`config.mk`:
```
export PLATFORM = sky130hd
export DESIGN_NAME = bus_cycle_seq
export DESIGN_NICKNAME = d
export VERILOG_FILES = /design/src/rtl/bcs_pkg.sv /design/src/rtl/bcs_cycle_list.sv /design/src/rtl/bcs_phase_fsm.sv /design/src/rtl/bcs_tcount.sv /design/src/rtl/bus_cycle_seq.sv
export SDC_FILE = /design/constraint.sdc
export NUM_CORES = 1
export LEC_CHECK = 0
export ABC_AREA = 0
export BUFFER_PORTS_ARGS = -buffer_cell sky130_fd_sc_hd__buf_4
export CAP_MARGIN = 5
export CELL_PAD_IN_SITES_DETAIL_PLACEMENT = 1
export CELL_PAD_IN_SITES_GLOBAL_PLACEMENT = 1
export CORE_ASPECT_RATIO = 1.75
export CORE_MARGIN = 2
export CORE_UTILIZATION = 46
export CTS_BUF_LIST = sky130_fd_sc_hd__clkbuf_8 sky130_fd_sc_hd__clkbuf_16
export DETAILED_ROUTE_END_ITERATION = 8
export PLACE_DENSITY = 0.95
export SLEW_MARGIN = 20
export SYNTH_ARGS = -nofsm -noshare
export SYNTH_HDL_FRONTEND = slang
export SYNTH_HIERARCHICAL = 1
export SYNTH_SLANG_ARGS = --single-unit
```
`constraint.sdc`:
```
create_clock -name clk -period 6.7 [get_ports clk]
set_input_delay 1.34 -clock clk [delete_from_list [all_inputs] [get_ports clk]]
set_output_delay 1.34 -clock clk [all_outputs]
set_load 0.02 [all_outputs]
```
`src/rtl/bcs_pkg.sv`:
```
// Shared definitions for the bus cycle sequencer: state codes, cycle type
// codes and small classification helpers. Assumes type codes fit in 3 bits.
package bcs_pkg;

    typedef enum logic [2:0] {
        PH_IDLE = 3'd0,
        PH_T1   = 3'd1,
        PH_T2   = 3'd2,
        PH_T3   = 3'd3,
        PH_T4   = 3'd4,
        PH_TW   = 3'd5,
        PH_TX   = 3'd6
    } phase_e;

    localparam logic [2:0] CY_FETCH = 3'd0;
    localparam logic [2:0] CY_MRD   = 3'd1;
    localparam logic [2:0] CY_MWR   = 3'd2;
    localparam logic [2:0] CY_IORD  = 3'd3;
    localparam logic [2:0] CY_IOWR  = 3'd4;

    // True for cycle types that move data toward the processor
    function automatic logic cyc_reads(input logic [2:0] t);
        return (t == CY_FETCH) || (t == CY_MRD) || (t == CY_IORD);
    endfunction

    // True for cycle types that move data away from the processor
    function automatic logic cyc_writes(input logic [2:0] t);
        return (t == CY_MWR) || (t == CY_IOWR);
    endfunction

    // True for port (non-memory) cycle types
    function automatic logic cyc_is_io(input logic [2:0] t);
        return (t == CY_IORD) || (t == CY_IOWR);
    endfunction

endpackage

```
`src/rtl/bcs_cycle_list.sv`:
```
// Holds the machine-cycle list of the running instruction and tracks which
// entry is current. Captures list and count on load; clamps the count to
// 1..MAX_CYC. Assumes advance is raised only while a cycle is ending.
module bcs_cycle_list #(
    parameter int MAX_CYC = 6,
    parameter int TYPE_W  = 3,
    localparam int NUM_W  = $clog2(MAX_CYC + 1),
    localparam int IDX_W  = (MAX_CYC > 1) ? $clog2(MAX_CYC) : 1,
    localparam int LIST_W = MAX_CYC * TYPE_W
) (
    input  logic              clk,
    input  logic              rst_n,
    input  logic              load,
    input  logic              advance,
    input  logic [NUM_W-1:0]  num_in,
    input  logic [LIST_W-1:0] list_in,
    output logic [TYPE_W-1:0] cur_type,
    output logic              is_last
);

    logic [LIST_W-1:0] list_q;
    logic [IDX_W-1:0]  idx_q;
    logic [IDX_W-1:0]  last_q;
    logic [NUM_W-1:0]  eff_num;
    logic [NUM_W-1:0]  eff_m1;
    logic [TYPE_W-1:0] entry [MAX_CYC];

    // Clamp the requested count into the supported range
    always_comb begin
        if (num_in == '0)
            eff_num = NUM_W'(1);
        else if (num_in > NUM_W'(MAX_CYC))
            eff_num = NUM_W'(MAX_CYC);
        else
            eff_num = num_in;
        eff_m1 = eff_num - NUM_W'(1);
    end

    // Unpack the stored list into per-entry type codes
    for (genvar g = 0; g < MAX_CYC; g++) begin : g_entry
        assign entry[g] = list_q[g*TYPE_W +: TYPE_W];
    end

    // Capture the list on load and step the index at each cycle end
    always_ff @(posedge clk) begin
        if (!rst_n) begin
            list_q <= '0;
            idx_q  <= '0;
            last_q <= '0;
        end else if (load) begin
            list_q <= list_in;
            idx_q  <= '0;
            last_q <= eff_m1[IDX_W-1:0];
        end else if (advance) begin
            idx_q  <= idx_q + IDX_W'(1);
        end
    end

    assign cur_type = entry[idx_q];
    assign is_last  = (idx_q == last_q);


    idx_step_chk: assert property (@(posedge clk) disable iff (!rst_n)
        advance && !load |=> idx_q == $past(idx_q) + IDX_W'(1));

endmodule

```
`src/rtl/bcs_phase_fsm.sv`:
```
// Clock-state machine for one instruction: walks T1, T2, wait, T3, T4 and
// extra internal states per cycle, signalling cycle and instruction end.
// Assumes cur_type and is_last come from the cycle list of this instruction.
module bcs_phase_fsm
    import bcs_pkg::*;
#(
    parameter int TYPE_W = 3,
    parameter int XTRA_W = 2
) (
    input  logic              clk,
    input  logic              rst_n,
    input  logic              start,
    input  logic              ready,
    input  logic [XTRA_W-1:0] xtra_in,
    input  logic [TYPE_W-1:0] cur_type,
    input  logic              is_last,
    output phase_e            phase,
    output logic              load,
    output logic              advance,
    output logic              mc_done,
    output logic              instr_done,
    output logic              busy
);

    phase_e            ph_q, ph_d;
    logic [XTRA_W-1:0] xtra_q;
    logic [XTRA_W-1:0] xcnt_q, xcnt_d;
    logic              is_fetch;

    assign is_fetch = (cur_type == TYPE_W'(CY_FETCH));

    // Decide whether the current state is the last one of its machine cycle
    always_comb begin
        case (ph_q)
            PH_T3:   mc_done = !is_fetch;
            PH_T4:   mc_done = (xtra_q == '0);
            PH_TX:   mc_done = (xcnt_q == xtra_q);
            default: mc_done = 1'b0;
        endcase
    end

    assign instr_done = mc_done && is_last;
    assign advance    = mc_done && !is_last;
    assign load       = (ph_q == PH_IDLE) && start;
    assign busy       = (ph_q != PH_IDLE);
    assign phase      = ph_q;

    // Next-state selection for the clock-state walk
    always_comb begin
        ph_d   = ph_q;
        xcnt_d = xcnt_q;
        case (ph_q)
            PH_IDLE: if (start) ph_d = PH_T1;
            PH_T1:   ph_d = PH_T2;
            PH_T2:   ph_d = ready ? PH_T3 : PH_TW;
            PH_TW:   ph_d = ready ? PH_T3 : PH_TW;
            PH_T3:   ph_d = is_fetch ? PH_T4 : PH_T1;
            PH_T4: begin
                if (xtra_q != '0) begin
                    ph_d   = PH_TX;
                    xcnt_d = XTRA_W'(1);
                end else begin
                    ph_d = PH_T1;
                end
            end
            PH_TX: begin
                if (xcnt_q == xtra_q) ph_d = PH_T1;
                else                  xcnt_d = xcnt_q + XTRA_W'(1);
            end
            default: ph_d = PH_IDLE;
        endcase
        if (instr_done) ph_d = PH_IDLE;
    end

    // State, extra-state counter and captured extra-state count
    always_ff @(posedge clk) begin
        if (!rst_n) begin
            ph_q   <= PH_IDLE;
            xcnt_q <= '0;
            xtra_q <= '0;
        end else begin
            ph_q   <= ph_d;
            xcnt_q <= xcnt_d;
            if (load) xtra_q <= xtra_in;
        end
    end


    t1_to_t2_chk: assert property (@(posedge clk) disable iff (!rst_n)
        ph_q == PH_T1 |=> ph_q == PH_T2);

    wait_enter_chk: assert property (@(posedge clk) disable iff (!rst_n)
        (ph_q == PH_T2 || ph_q == PH_TW) && !ready |=> ph_q == PH_TW);

    wait_exit_chk: assert property (@(posedge clk) disable iff (!rst_n)
        (ph_q == PH_T2 || ph_q == PH_TW) && ready |=> ph_q == PH_T3);

    cycle_next_chk: assert property (@(posedge clk) disable iff (!rst_n)
        mc_done && !instr_done |=> ph_q == PH_T1);

    instr_idle_chk: assert property (@(posedge clk) disable iff (!rst_n)
        instr_done |=> ph_q == PH_IDLE);

    start_busy_chk: assert property (@(posedge clk) disable iff (!rst_n)
        busy && !instr_done |=> busy);

endmodule

```
`src/rtl/bcs_tcount.sv`:
```
// Counts the clock states of the running instruction and publishes the
// total when it ends. Saturates at the counter maximum under long waits.
module bcs_tcount #(
    parameter int CNT_W = 8
) (
    input  logic             clk,
    input  logic             rst_n,
    input  logic             load,
    input  logic             busy,
    input  logic             instr_done,
    output logic [CNT_W-1:0] t_total
);

    logic [CNT_W-1:0] cnt_q;
    logic [CNT_W-1:0] cnt_inc;

    assign cnt_inc = (cnt_q == '1) ? cnt_q : cnt_q + CNT_W'(1);

    // Running count and published total
    always_ff @(posedge clk) begin
        if (!rst_n) begin
            cnt_q   <= '0;
            t_total <= '0;
        end else begin
            if (load)      cnt_q <= '0;
            else if (busy) cnt_q <= cnt_inc;
            if (instr_done) t_total <= cnt_inc;
        end
    end


    total_hold_chk: assert property (@(posedge clk) disable iff (!rst_n)
        !instr_done |=> $stable(t_total));

endmodule

```
`src/rtl/bus_cycle_seq.sv`:
```
// Top of the bus cycle sequencer: joins the cycle list, the clock-state
// machine and the state counter, and decodes strobes and port select from
// the current state and cycle type. Assumes one clock per clock state.
module bus_cycle_seq
    import bcs_pkg::*;
#(
    parameter int MAX_CYC = 6,
    parameter int TYPE_W  = 3,
    parameter int XTRA_W  = 2,
    parameter int CNT_W   = 8,
    localparam int NUM_W  = $clog2(MAX_CYC + 1),
    localparam int LIST_W = MAX_CYC * TYPE_W
) (
    input  logic              clk,
    input  logic              rst_n,
    input  logic              start,
    input  logic [NUM_W-1:0]  mc_num,
    input  logic [LIST_W-1:0] mc_list,
    input  logic [XTRA_W-1:0] xtra_states,
    input  logic              ready,
    output logic [2:0]        phase,
    output logic              rd_stb,
    output logic              wr_stb,
    output logic              io_sel,
    output logic              mc_done,
    output logic              instr_done,
    output logic              busy,
    output logic [CNT_W-1:0]  t_total
);

    phase_e            ph;
    logic              load;
    logic              advance;
    logic              is_last;
    logic [TYPE_W-1:0] cur_type;
    logic              bus_ph;

    bcs_cycle_list #(.MAX_CYC(MAX_CYC), .TYPE_W(TYPE_W)) u_list (
        .clk      (clk),
        .rst_n    (rst_n),
        .load     (load),
        .advance  (advance),
        .num_in   (mc_num),
        .list_in  (mc_list),
        .cur_type (cur_type),
        .is_last  (is_last)
    );

    bcs_phase_fsm #(.TYPE_W(TYPE_W), .XTRA_W(XTRA_W)) u_fsm (
        .clk        (clk),
        .rst_n      (rst_n),
        .start      (start),
        .ready      (ready),
        .xtra_in    (xtra_states),
        .cur_type   (cur_type),
        .is_last    (is_last),
        .phase      (ph),
        .load       (load),
        .advance    (advance),
        .mc_done    (mc_done),
        .instr_done (instr_done),
        .busy       (busy)
    );

    bcs_tcount #(.CNT_W(CNT_W)) u_cnt (
        .clk        (clk),
        .rst_n      (rst_n),
        .load       (load),
        .busy       (busy),
        .instr_done (instr_done),
        .t_total    (t_total)
    );

    // Strobe window and port select decoded from state and cycle type
    always_comb begin
        bus_ph = (ph == PH_T2) || (ph == PH_TW) || (ph == PH_T3);
        rd_stb = bus_ph && cyc_reads(cur_type[2:0]);
        wr_stb = bus_ph && cyc_writes(cur_type[2:0]);
        io_sel = busy && cyc_is_io(cur_type[2:0]);
    end

    assign phase = ph;


    strobe_drop_chk: assert property (@(posedge clk) disable iff (!rst_n)
        $fell(rd_stb) || $fell(wr_stb) |-> ph == PH_T4 || ph == PH_T1 || ph == PH_IDLE);

    strobe_rise_chk: assert property (@(posedge clk) disable iff (!rst_n)
        $rose(rd_stb) || $rose(wr_stb) |-> $past(ph) == PH_T1);

    io_hold_chk: assert property (@(posedge clk) disable iff (!rst_n)
        io_sel && !mc_done |=> io_sel);

endmodule

```
Word level (Yosys, flattened, before mapping) --
Cells that the tools add are included. Widths: inputs -> output; s select.
Word-level totals: output and inout port bits 17, input bits 27, logic and storage cells 75, flip-flop bits (word level) 47
Cells by class: reduce and logical (&&, ||, !) cells 26, $lt $le $gt $ge 2, equality and inequality tests 17, bitwise logic cells 2, $add $sub $neg 4, multiplexer cells 16
Operators with widths (count):
- $mux 3 | 9
- $pmux 3 s6 | 1
- $eq 3x2->1 const B | 4
- $eq 3x3->1 const B | 4
- $bmux 3 s3 | 1
- $logic_not 3->1 | 3
- $add 8x1->8 const B | 1
- $eq 8x8->1 const B | 1
- $mux 8 | 1
- $eq 3x1->1 const B | 2
- $logic_and 1x1->1 | 6
- $logic_or 1x1->1 | 6
- $reduce_or 2->1 | 3
- $ge 4x4->1 const B | 1
- $mux 2 | 2
- $ne 2x1->1 const B | 2
- $ne 2x2->1 const B | 2
- $not 3->4 | 1
- $pmux 2 s2 | 1
- $reduce_bool 2->1 | 2
- $add 3x1->3 const B | 1
- $eq 3x3->1 | 1
- $gt 3x3->1 const B | 1
- $pmux 1 s3 | 1
- 9 further kinds | 10

Logic depth before layout (Yosys ltp) --
Gate-level depths: netlist of the first run.
word-level depth 9, depth in mapped cells 11, mapped depth without buffers 9

Cells and area by module --
The synthesis of the first run kept the hierarchy.
By module, submodules not included:
- bcs_cycle_list | cells an instance 110, area each 1151.1 um^2, sequential area each 480.5 um^2, instances 1
- bcs_tcount | cells an instance 102, area each 875.8 um^2, sequential area each 320.3 um^2, instances 1
- bcs_phase_fsm | cells an instance 69, area each 616.8 um^2, sequential area each 140.1 um^2, instances 1
- bus_cycle_seq | cells an instance 9, area each 66.3 um^2, sequential area each 0.0 um^2, instances 1

Worst setup path after synthesis of the first run --
No wires, ideal clock.
path kind register to output, start register u_list.idx_q[1], end output instr_done, path slack 3.575 ns, buffers on the path 1, data required time 5.360 ns, arrival time 1.785 ns, stages on the path, launching flop included 8, path through dfxtp_1 buf_6 mux2i_1 o32a_1 o21ai_1 nor3_1 or3_4 a31oi_4
Between the ends: word-level cells in the longest chain between the ends 8, elaborated cells on any way between the ends 9, classes of those cells eq/ne: 1; mux: 4; bitwise: 1; reduce/logical: 3
Ends and longest elaborated chain:
- from (decl) | line bcs_cycle_list.sv:22 | logic [IDX_W-1:0] idx_q;
- from (signal assigned) | line bcs_cycle_list.sv:55 | idx_q <= idx_q + IDX_W'(1);
- $not 3->4 (not written as such) | line bcs_cycle_list.sv:59 | assign cur_type = entry[idx_q];
- $bmux 3 s3 | line bcs_cycle_list.sv:59
- $mux 3 (not written as such) (2 in series) | line bcs_cycle_list.sv:59
- net cur_type[1] | line bus_cycle_seq.sv:35 | logic [TYPE_W-1:0] cur_type;
- $logic_not 3->1 | line bcs_phase_fsm.sv:30 | assign is_fetch = (cur_type == TYPE_W'(CY_FETCH));
- $logic_not 1->1 | line bcs_phase_fsm.sv:35 | PH_T3: mc_done = !is_fetch;
- $pmux 1 s3 | line bcs_phase_fsm.sv:34 | case (ph_q)
- $logic_and 1x1->1 | line bcs_phase_fsm.sv:42 | assign instr_done = mc_done && is_last;
- to (decl) | line bus_cycle_seq.sv:26 | output logic instr_done,
The timed path passes the listed nets, and every way through them passes these cells. The select of a mux whose other input is x is not followed.

Final worst setup path of the first run --
Same ends and word-level chain as after synthesis.

==> flow_summary_export.csv, run 1 <==
group,metric,value,unit
yosys,synth-main-ff-cell,"sky130_fd_sc_hd__dfxtp_1",
yosys,yosys-top-cells-count,"sky130_fd_sc_hd__dfxtp_1, sky130_fd_sc_hd__mux2i_1, sky130_fd_sc_hd__nor2b_1",
global_route,grt_first_pass_wirelength,10500,µm
cts,cts-hold-fix-buffers,0,
cts,htreeDepth,2,
worst_setup_path,critPathLaunchType,"flip-flop",
floorplan,placementRows,37,
route,drt_first_pass_iters,4,
layout,synthToLayoutAreaGrowth,14.2,%
pwr,fin_total_pwr,664,µW
worst_setup_path,worst_path_dominant_cell_family,"compound AO/OA/AOI/OAI gates",
sta,setup_total_negative_slack,0,ns
yosys,synth_most_common_cell,"sky130_fd_sc_hd__dfxtp_1",
worst_setup_path,cp_max_fo,21,
cts,cts_root_buf,"sky130_fd_sc_hd__clkbuf_8",
place,dp_slack,2.75,ns
pwr,p_per_area,215,mW/mm²
run_status,outcome,"finished, final reports clean",
pwr,power.leakage,1.17,nW
place,port_buffers,43,
yosys,post_synth_xor_area_fraction,0.0346,
cts,clk_pin_slew,0.09,ns
floorplan,floorplan.die_area,0.00655,mm²
worst_setup_path,worstSetupEndpointType,"primary output",
layout,multi_input_gate_area,0.00159,mm²
yosys,warnings_synthesis,6,
layout,layout.cells.non_filler,399,
yosys,yosys.cell_types.count,61,
sta,finalMaxSlewViolations,0,
route,postRouteAntennaNets,0,
yosys,synth_top_family_by_area,"simple AND/OR/NAND/NOR gates",
route,vias,2292,
sta,holdWs,0.469,ns
worst_setup_path,worstPathRequired,5.36,ns
yosys,syn_nets,320,
layout,antenna-diode-count,0,
layout,layout.area.seq,941,µm²
worst_setup_path,worst_ep_arrival_time,2.97,ns
hold_path,worst_hold_path_type,"flip-flop to flip-flop",
global_route,first_global_vias,2287,
yosys,synth_seq_area_share,0.347,
route,drcViolationCount,0,
cts,clk_latency,0.31,ns
yosys,synth.largest_area_cell,"sky130_fd_sc_hd__dfxtp_1",
yosys,synthesis.instances,290,
yosys,mappedNetlistArea,0.00271,mm²
sta,final.period_utilization,0.643,
layout,finalCoreUtilization,0.535,
place,dp_hpwl,4690,µm
global_route,grt_util_all_layers,0.210,
route,detailedRoute.firstIterationViolations,75,
sta,timing.final.setup_violations,0,
yosys,yosys.area_share.simple,0.221,
place,place.gp.congestion,0.907,
route,route.final.wire_length,6350,µm
yosys,synth_compound_gate_area_share,0.186,
pwr,power.ir.vdd_worst,0.000153,V
floorplan,io_pins,44,
cts,clkSinkCount,47,
floorplan,coreArea,0.00579,mm²
worst_setup_path,cpPeakStageDelay,0.63,ns
yosys,post_synth_main_area_contributors,"sky130_fd_sc_hd__dfxtp_1, sky130_fd_sc_hd__mux2i_1, sky130_fd_sc_hd__nor2b_1",
cts,cts_tree,"yes",
worst_setup_path,timing.critical_path.cells,"mux2i_1, o32a_1, o21ai_1, nor3_1, or3_4, a31oi_4, buf_4",
sta,final.setup.worst_slack,2.39,ns
sta,worst_clock_skew,0.0123,ns
route,avgViaCountPerCell,5.74,
sta,finalHoldViolations,0,
layout,layout.filler_cells,690,
sta,slew-limit-headroom,0.390,
cts,numCtsBuffers,5,
sta,timing_worst_slew_pin_value,0.913,ns
cts,cts_setup_buffers,0,
layout,stdcell_area,0.00310,mm²
yosys,arithmetic_cell_share_of_the_synthesized_area_counting_full_adders_half_adders_and_majority_gates,0.0180,
worst_setup_path,worstSetupPathType,"flip-flop to primary output",
layout,layout.nets,350,
worst_setup_path,critical_path.n_buffers_inverters,1,
yosys,asyncSetResetFlopFracSynth,0,
yosys,synth.area.mux_share,0.126,
worst_setup_path,critical-path-slowest-cell,"sky130_fd_sc_hd__dfxtp_1",
yosys,synth_edf_count,0,
route,avgRoutedWirePerCell,15.9,µm
floorplan,starting_density,0.468,
global_route,globalRouteOverflowTotal,0,
global_route,antenna_found_initial,0,
cts,cts_repair_resizes,0,
place,place.detailed.instances,391,
layout,post_route_cells_drive_above_1_share,0.224,
global_route,maximum_number_of_pins_on_one_net_before_global_route_repair,38,
yosys,syn_avg_cell_area,9.35,µm²
yosys,ys_seq_elements,47,
run,max_cap_viols,0,
floorplan,chip_width,62.0,µm
sta,rsz0062_at_grt,"no",
cts,cts-root-to-sink-buffers,2,
place,placedInstanceArea,0.00299,mm²
floorplan,die_height,106,µm
sta,timing.fmax,232,MHz
sta,fin_crit,4.31,ns
yosys,synth_largest_type_area_fraction,0.347,
-- placed cells by master, fill, tap and decap left out, types with 2 or more instances in the layout --
master                     count
sky130_fd_sc_hd__dfxtp_1      47
sky130_fd_sc_hd__buf_4        43
sky130_fd_sc_hd__mux2i_1      34
sky130_fd_sc_hd__nor2b_1      23
sky130_fd_sc_hd__nand2_1      17
sky130_fd_sc_hd__inv_1        11
sky130_fd_sc_hd__nand3_1      10
sky130_fd_sc_hd__nor2_1       10
sky130_fd_sc_hd__nand2b_1      9
sky130_fd_sc_hd__clkbuf_8      7
sky130_fd_sc_hd__o21ai_1       7
sky130_fd_sc_hd__a211oi_1      6
sky130_fd_sc_hd__a21oi_1       6
sky130_fd_sc_hd__o21ai_0       6
sky130_fd_sc_hd__nor3_1        6
sky130_fd_sc_hd__nand3b_1      4
sky130_fd_sc_hd__a31oi_1       4
sky130_fd_sc_hd__xor2_1        4
sky130_fd_sc_hd__xnor2_1       3
sky130_fd_sc_hd__and3_1        3
sky130_fd_sc_hd__and4_1        3
sky130_fd_sc_hd__nand4_1       3
sky130_fd_sc_hd__o211a_1       3
sky130_fd_sc_hd__a211oi_2      3
sky130_fd_sc_hd__ha_1          3
sky130_fd_sc_hd__o32a_1        3
sky130_fd_sc_hd__a21boi_2      2
sky130_fd_sc_hd__nand4_2       2
sky130_fd_sc_hd__nor3b_1       2
sky130_fd_sc_hd__o31ai_1       2
sky130_fd_sc_hd__a311oi_1      2
sky130_fd_sc_hd__o21a_1        2
sky130_fd_sc_hd__or3_4         2
sky130_fd_sc_hd__xnor2_2       2
sky130_fd_sc_hd__o21bai_1      2
-- state kept, by name, indices dropped and copies added, names as in the netlist --
signal / cells
u_fsm/phase: 3
u_cnt/t_total: 8
u_fsm/xcnt_q: 2
u_fsm/xtra_q: 2
u_list/last_q: 3
u_list/list_q: 18
u_list/idx_q: 3
u_cnt/cnt_q: 8
-- path summary, 6_finish.rpt --
| kind | end | cells after the start | slack [ns] | startpoint |
|---|---|---|---|---|
| max reg2reg | u_cnt/t_total[3]$_SDFFE_PN0P_ | 9 | 3.61 | u_list/idx_q[1]$_SDFFE_PP0P_ |
| max | instr_done | 7 | 2.39 | u_list/idx_q[1]$_SDFFE_PP0P_ |
| min | u_cnt/t_total[6]$_SDFFE_PN0P_ | 2 | 0.47 | u_cnt/t_total[6]$_SDFFE_PN0P_ |
| min reg2reg | u_cnt/t_total[6]$_SDFFE_PN0P_ | 2 | 0.47 | u_cnt/t_total[6]$_SDFFE_PN0P_ |
-- power breakdown --
part           total (mW)  switching, mW  internal, mW  leakage (nW)
Sequential          0.322         0.0234         0.298         0.383
Combinational       0.149         0.0777        0.0712         0.741
Clock               0.194         0.0997        0.0940        0.0505
-- cell type report --
class | count | area share
Clock buffer | 7 | 0.0311
Clock inverter | 1 | 0.00243
Inverter | 12 | 0.0146
Multi-Input combinational cell | 211 | 0.512
Sequential cell | 47 | 0.304
Tap cell | 78 | 0.0315
Timing Repair Buffer | 43 | 0.104
-- kinds of logic after synthesis --
kind of cell / after synthesis
and+or+nand+nor: 101
AOI/OAI and AO/OA: 63
adders and majority gates: 4
DFF: 47
muxes: 34
xor gates and xnor gates: 9
buffers and inverters: 32
-- worst register-to-register path, stage by stage, from the launching register on --
cell                      delay [ns]
sky130_fd_sc_hd__dfxtp_1        0.63
sky130_fd_sc_hd__mux2i_1        0.15
sky130_fd_sc_hd__o32a_1         0.30
sky130_fd_sc_hd__o21ai_1        0.28
sky130_fd_sc_hd__nor3_1         0.15
sky130_fd_sc_hd__or3_4          0.38
sky130_fd_sc_hd__a31oi_4        0.52
sky130_fd_sc_hd__inv_1          0.19
sky130_fd_sc_hd__o31ai_1        0.27
sky130_fd_sc_hd__a41oi_1        0.07
-- per-layer routing --
metal  vias to the layer above  share of wire  wire [µm]  GRT usage
met2                        53           0.55       3490      0.359
met1                      1117           0.39       2500      0.240
met4                         0          0.028        180      0.102
met5                         -              0          0          0
met3                        15          0.029        186     0.0331
li1                       1107              -          -          -
No activity file was read; power rests on OpenSTA's default activity.
==> run 2: changes to the inputs <==
Settings changed: ABC_AREA 0 to 1, CORE_UTILIZATION 46 to 35, PLACE_DENSITY 0.95 to 0.87.
Clock period 6.7 ns to 3.51 ns, I/O delays scaled along.
==> flow_summary_export.csv, run 2 <==
group,metric,value,unit
run_status,outcome,"finished, final reports clean",
sta,fin_crit,3.01,ns
floorplan,placementRows,41,
pwr,share_seq_of_total_power,0.368,
pwr,power.ir.vdd_worst,0.000361,V
cts,clk_latency,0.29,ns
sta,timing.fmax,332,MHz
yosys,mappedNetlistArea,0.00252,mm²
layout,post_route_cells_drive_above_1_share,0.184,
worst_setup_path,worstSetupPathType,"flip-flop to primary output",
worst_setup_path,worst_path_dominant_cell_family,"simple AND/OR/NAND/NOR gates",
global_route,grt_util_all_layers,0.183,
route,avgViaCountPerCell,4.95,
route,detailedRoute.firstIterationViolations,109,
yosys,yosys-top-cells-count,"sky130_fd_sc_hd__nand2_1, sky130_fd_sc_hd__inv_1, sky130_fd_sc_hd__dfxtp_1",
layout,most_used_cells_in_the_layout_excluding_fill_and_tap_cells,"sky130_fd_sc_hd__nand2_1, sky130_fd_sc_hd__inv_1, sky130_fd_sc_hd__dfxtp_1",
sta,finalHoldViolations,0,
worst_setup_path,cpMostUsedCell,"sky130_fd_sc_hd__nand2_1",
route,avgRoutedWirePerCell,13.0,µm
yosys,synth_edf_count,0,
pwr,fin_total_pwr,2.15,mW
sta,finalMaxSlewViolations,0,
global_route,maximum_number_of_pins_on_one_net_before_global_route_repair,20,
worst_setup_path,timing.critical_path.cells,"inv_1, nand2_1, nand3_1, nand2_1, nand2_1, nand2_1, nor2_1, nand2_1, nand2_1, nand3_2, nand2_2, inv_1, buf_4",
cts,cts-hold-fix-buffers,0,
yosys,synth_most_common_cell,"sky130_fd_sc_hd__nand2_1",
floorplan,chip_width,68.2,µm
floorplan,die_height,116,µm
cts,cts_setup_buffers,0,
sta,holdWs,0.479,ns
hold_path,worst_hold_path_type,"flip-flop to flip-flop",
worst_setup_path,cp_max_fo,16,
pwr,power_switching_share,0.420,
route,postRouteAntennaNets,0,
yosys,synth_largest_type_area_fraction,0.373,
cts,cts-root-to-sink-buffers,2,
yosys,syn_avg_cell_area,6.65,µm²
place,port_buffers,43,
place,place.gp.congestion,0.887,
layout,layout.filler_cells,962,
worst_setup_path,critical_path.n_buffers_inverters,3,
layout,largest_reg_flops,18,
worst_setup_path,critical-path-slowest-cell,"sky130_fd_sc_hd__dfxtp_1",
pwr,power.internal,1.25,mW
cts,numCtsBuffers,5,
cts,htreeDepth,2,
sta,timing.final.setup_violations,0,
layout,finalCoreUtilization,0.432,
place,dp_hpwl,5200,µm
yosys,post_synth_main_area_contributors,"sky130_fd_sc_hd__dfxtp_1, sky130_fd_sc_hd__nand2_1, sky130_fd_sc_hd__inv_1",
cts,cts_tree,"yes",
cts,clk_pin_slew,0.07,ns
global_route,first_global_vias,2542,
yosys,synth.largest_area_cell,"sky130_fd_sc_hd__dfxtp_1",
sta,rsz0062_at_grt,"no",
worst_setup_path,worstPathRequired,2.81,ns
worst_setup_path,worstSetupEndpointType,"primary output",
yosys,asyncSetResetFlopFracSynth,0,
sta,setup_total_negative_slack,0,ns
yosys,synthesis.instances,379,
yosys,synth-main-ff-cell,"sky130_fd_sc_hd__dfxtp_1",
floorplan,coreArea,0.00708,mm²
route,drcViolationCount,0,
pwr,p_per_area,705,mW/mm²
place,placedInstanceArea,0.00290,mm²
run,max_cap_viols,0,
pwr,clock_power_share,0.230,
sta,worst_clock_skew,0.00723,ns
pwr,power.leakage,1.48,nW
global_route,grt_first_pass_wirelength,11000,µm
layout,biggestRegsByFlops,"u_list/list_q x18, u_cnt/cnt_q x8, u_cnt/t_total x8",
layout,stdcell_area,0.00306,mm²
yosys,syn_nets,409,
cts,cts_root_buf,"sky130_fd_sc_hd__clkbuf_16",
layout,layout.nets,454,
route,vias,2527,
route,route.final.wire_length,6640,µm
layout,register_containing_the_most_flip_flops_in_the_final_layout,"u_list/list_q",
sta,final.period_utilization,0.857,
pwr,power_switching,905,µW
cts,cts_repair_resizes,0,
worst_setup_path,cpPeakStageDelay,0.65,ns
yosys,warnings_synthesis,6,
sta,slew-limit-headroom,0.649,
sta,timing_worst_slew_pin_value,0.526,ns
pwr,power.combinational.fraction,0.402,
floorplan,starting_density,0.356,
global_route,antenna_found_initial,0,
yosys,synth_seq_area_share,0.373,
floorplan,floorplan.die_area,0.00792,mm²
yosys,ys_seq_elements,47,
global_route,globalRouteOverflowTotal,0,
layout,antenna-diode-count,0,
layout,layout_commonest_cell,"sky130_fd_sc_hd__nand2_1",
worst_setup_path,worst_ep_arrival_time,2.31,ns
worst_setup_path,critPathLaunchType,"flip-flop",
cts,clkSinkCount,47,
floorplan,io_pins,44,
route,drt_first_pass_iters,4,
layout,synthToLayoutAreaGrowth,21.2,%
yosys,yosys.cell_types.count,28,
-- run 2: cell types whose count changed in the layout (fill, tap and decap cells not counted), sizes merged, moves of 9 or more --
cell,change
nand2b,-9
o21ai,+18
inv,+55
nand3,+25
mux2i,-34
nor2b,-23
nand2,+91
nor2,+35
-- run 2: worst paths after layout --
kind / depth (start not counted) / startpoint / endpoint / slack (ns)
hold / removal: 2 / u_list/list_q[14]$_SDFFE_PN0P_ / u_list/list_q[14]$_SDFFE_PN0P_ / 0.48
setup reg to reg: 16 / u_list/idx_q[0]$_SDFFE_PP0P_ / u_cnt/t_total[7]$_SDFFE_PN0P_ / 1.09
hold reg to reg: 2 / u_list/list_q[14]$_SDFFE_PN0P_ / u_list/list_q[14]$_SDFFE_PN0P_ / 0.48
setup / recovery: 13 / u_list/idx_q[0]$_SDFFE_PP0P_ / instr_done / 0.50
-- run 2: logic make-up (layout without fill, tap and decap cells) --
group | Yosys count | count (layout) | share of synthesized area
simple gates | 203 | 203 | 0.366
buf+inv | 71 | 117 | 0.121
compound gates | 50 | 50 | 0.107
fa+ha+maj | 3 | 3 | 0.0149
flops | 47 | 47 | 0.373
xor+xnor | 5 | 5 | 0.0174
-- run 2: worst min-delay path, stage by stage (launching register included) --
cell and delay [ns]:
sky130_fd_sc_hd__dfxtp_1 0.31, sky130_fd_sc_hd__nand3_1 0.08, sky130_fd_sc_hd__nand2_1 0.05
-- run 2: per-stage QoR --
step | instances | setup WS, ns
after floorplan | 379 | 1.28
after global placement | 503 | 0.932
after detailed placement | 503 | 0.838
after CTS | 511 | 0.469
after global routing | 511 | 0.251
final | 511 | 0.501
-- run 2: power groups by stage --
| stage | registers (mW) | clock network (mW) | logic [mW] |
|---|---|---|---|
| detailed placement | 0.805 | 0 | 0.873 |
| finish | 0.793 | 0.494 | 0.866 |
| floorplan | 0.804 | 0 | 0.610 |
| CTS | 0.793 | 0.511 | 0.881 |
| global placement | 0.796 | 0 | 0.849 |
| global route | 0.812 | 0.530 | 0.994 |
-- run 2: metal layers --
metal  vias up  track usage  share of wire
met1      1190        0.181           0.37
li1       1282            -              -
met4         0       0.0773          0.026
met2        42        0.356           0.58
met3        13       0.0308          0.028
met5         -            0              0
-- run 2: final cells by class --
class,count,area [µm²],share of cell area
Timing Repair Buffer,44,330,0.108
Clock inverter,3,27.5,0.00901
Sequential cell,47,941,0.308
Multi-Input combinational cell,261,1270,0.417
Inverter,65,249,0.0815
Clock buffer,5,125,0.0410
Tap cell,86,108,0.0352
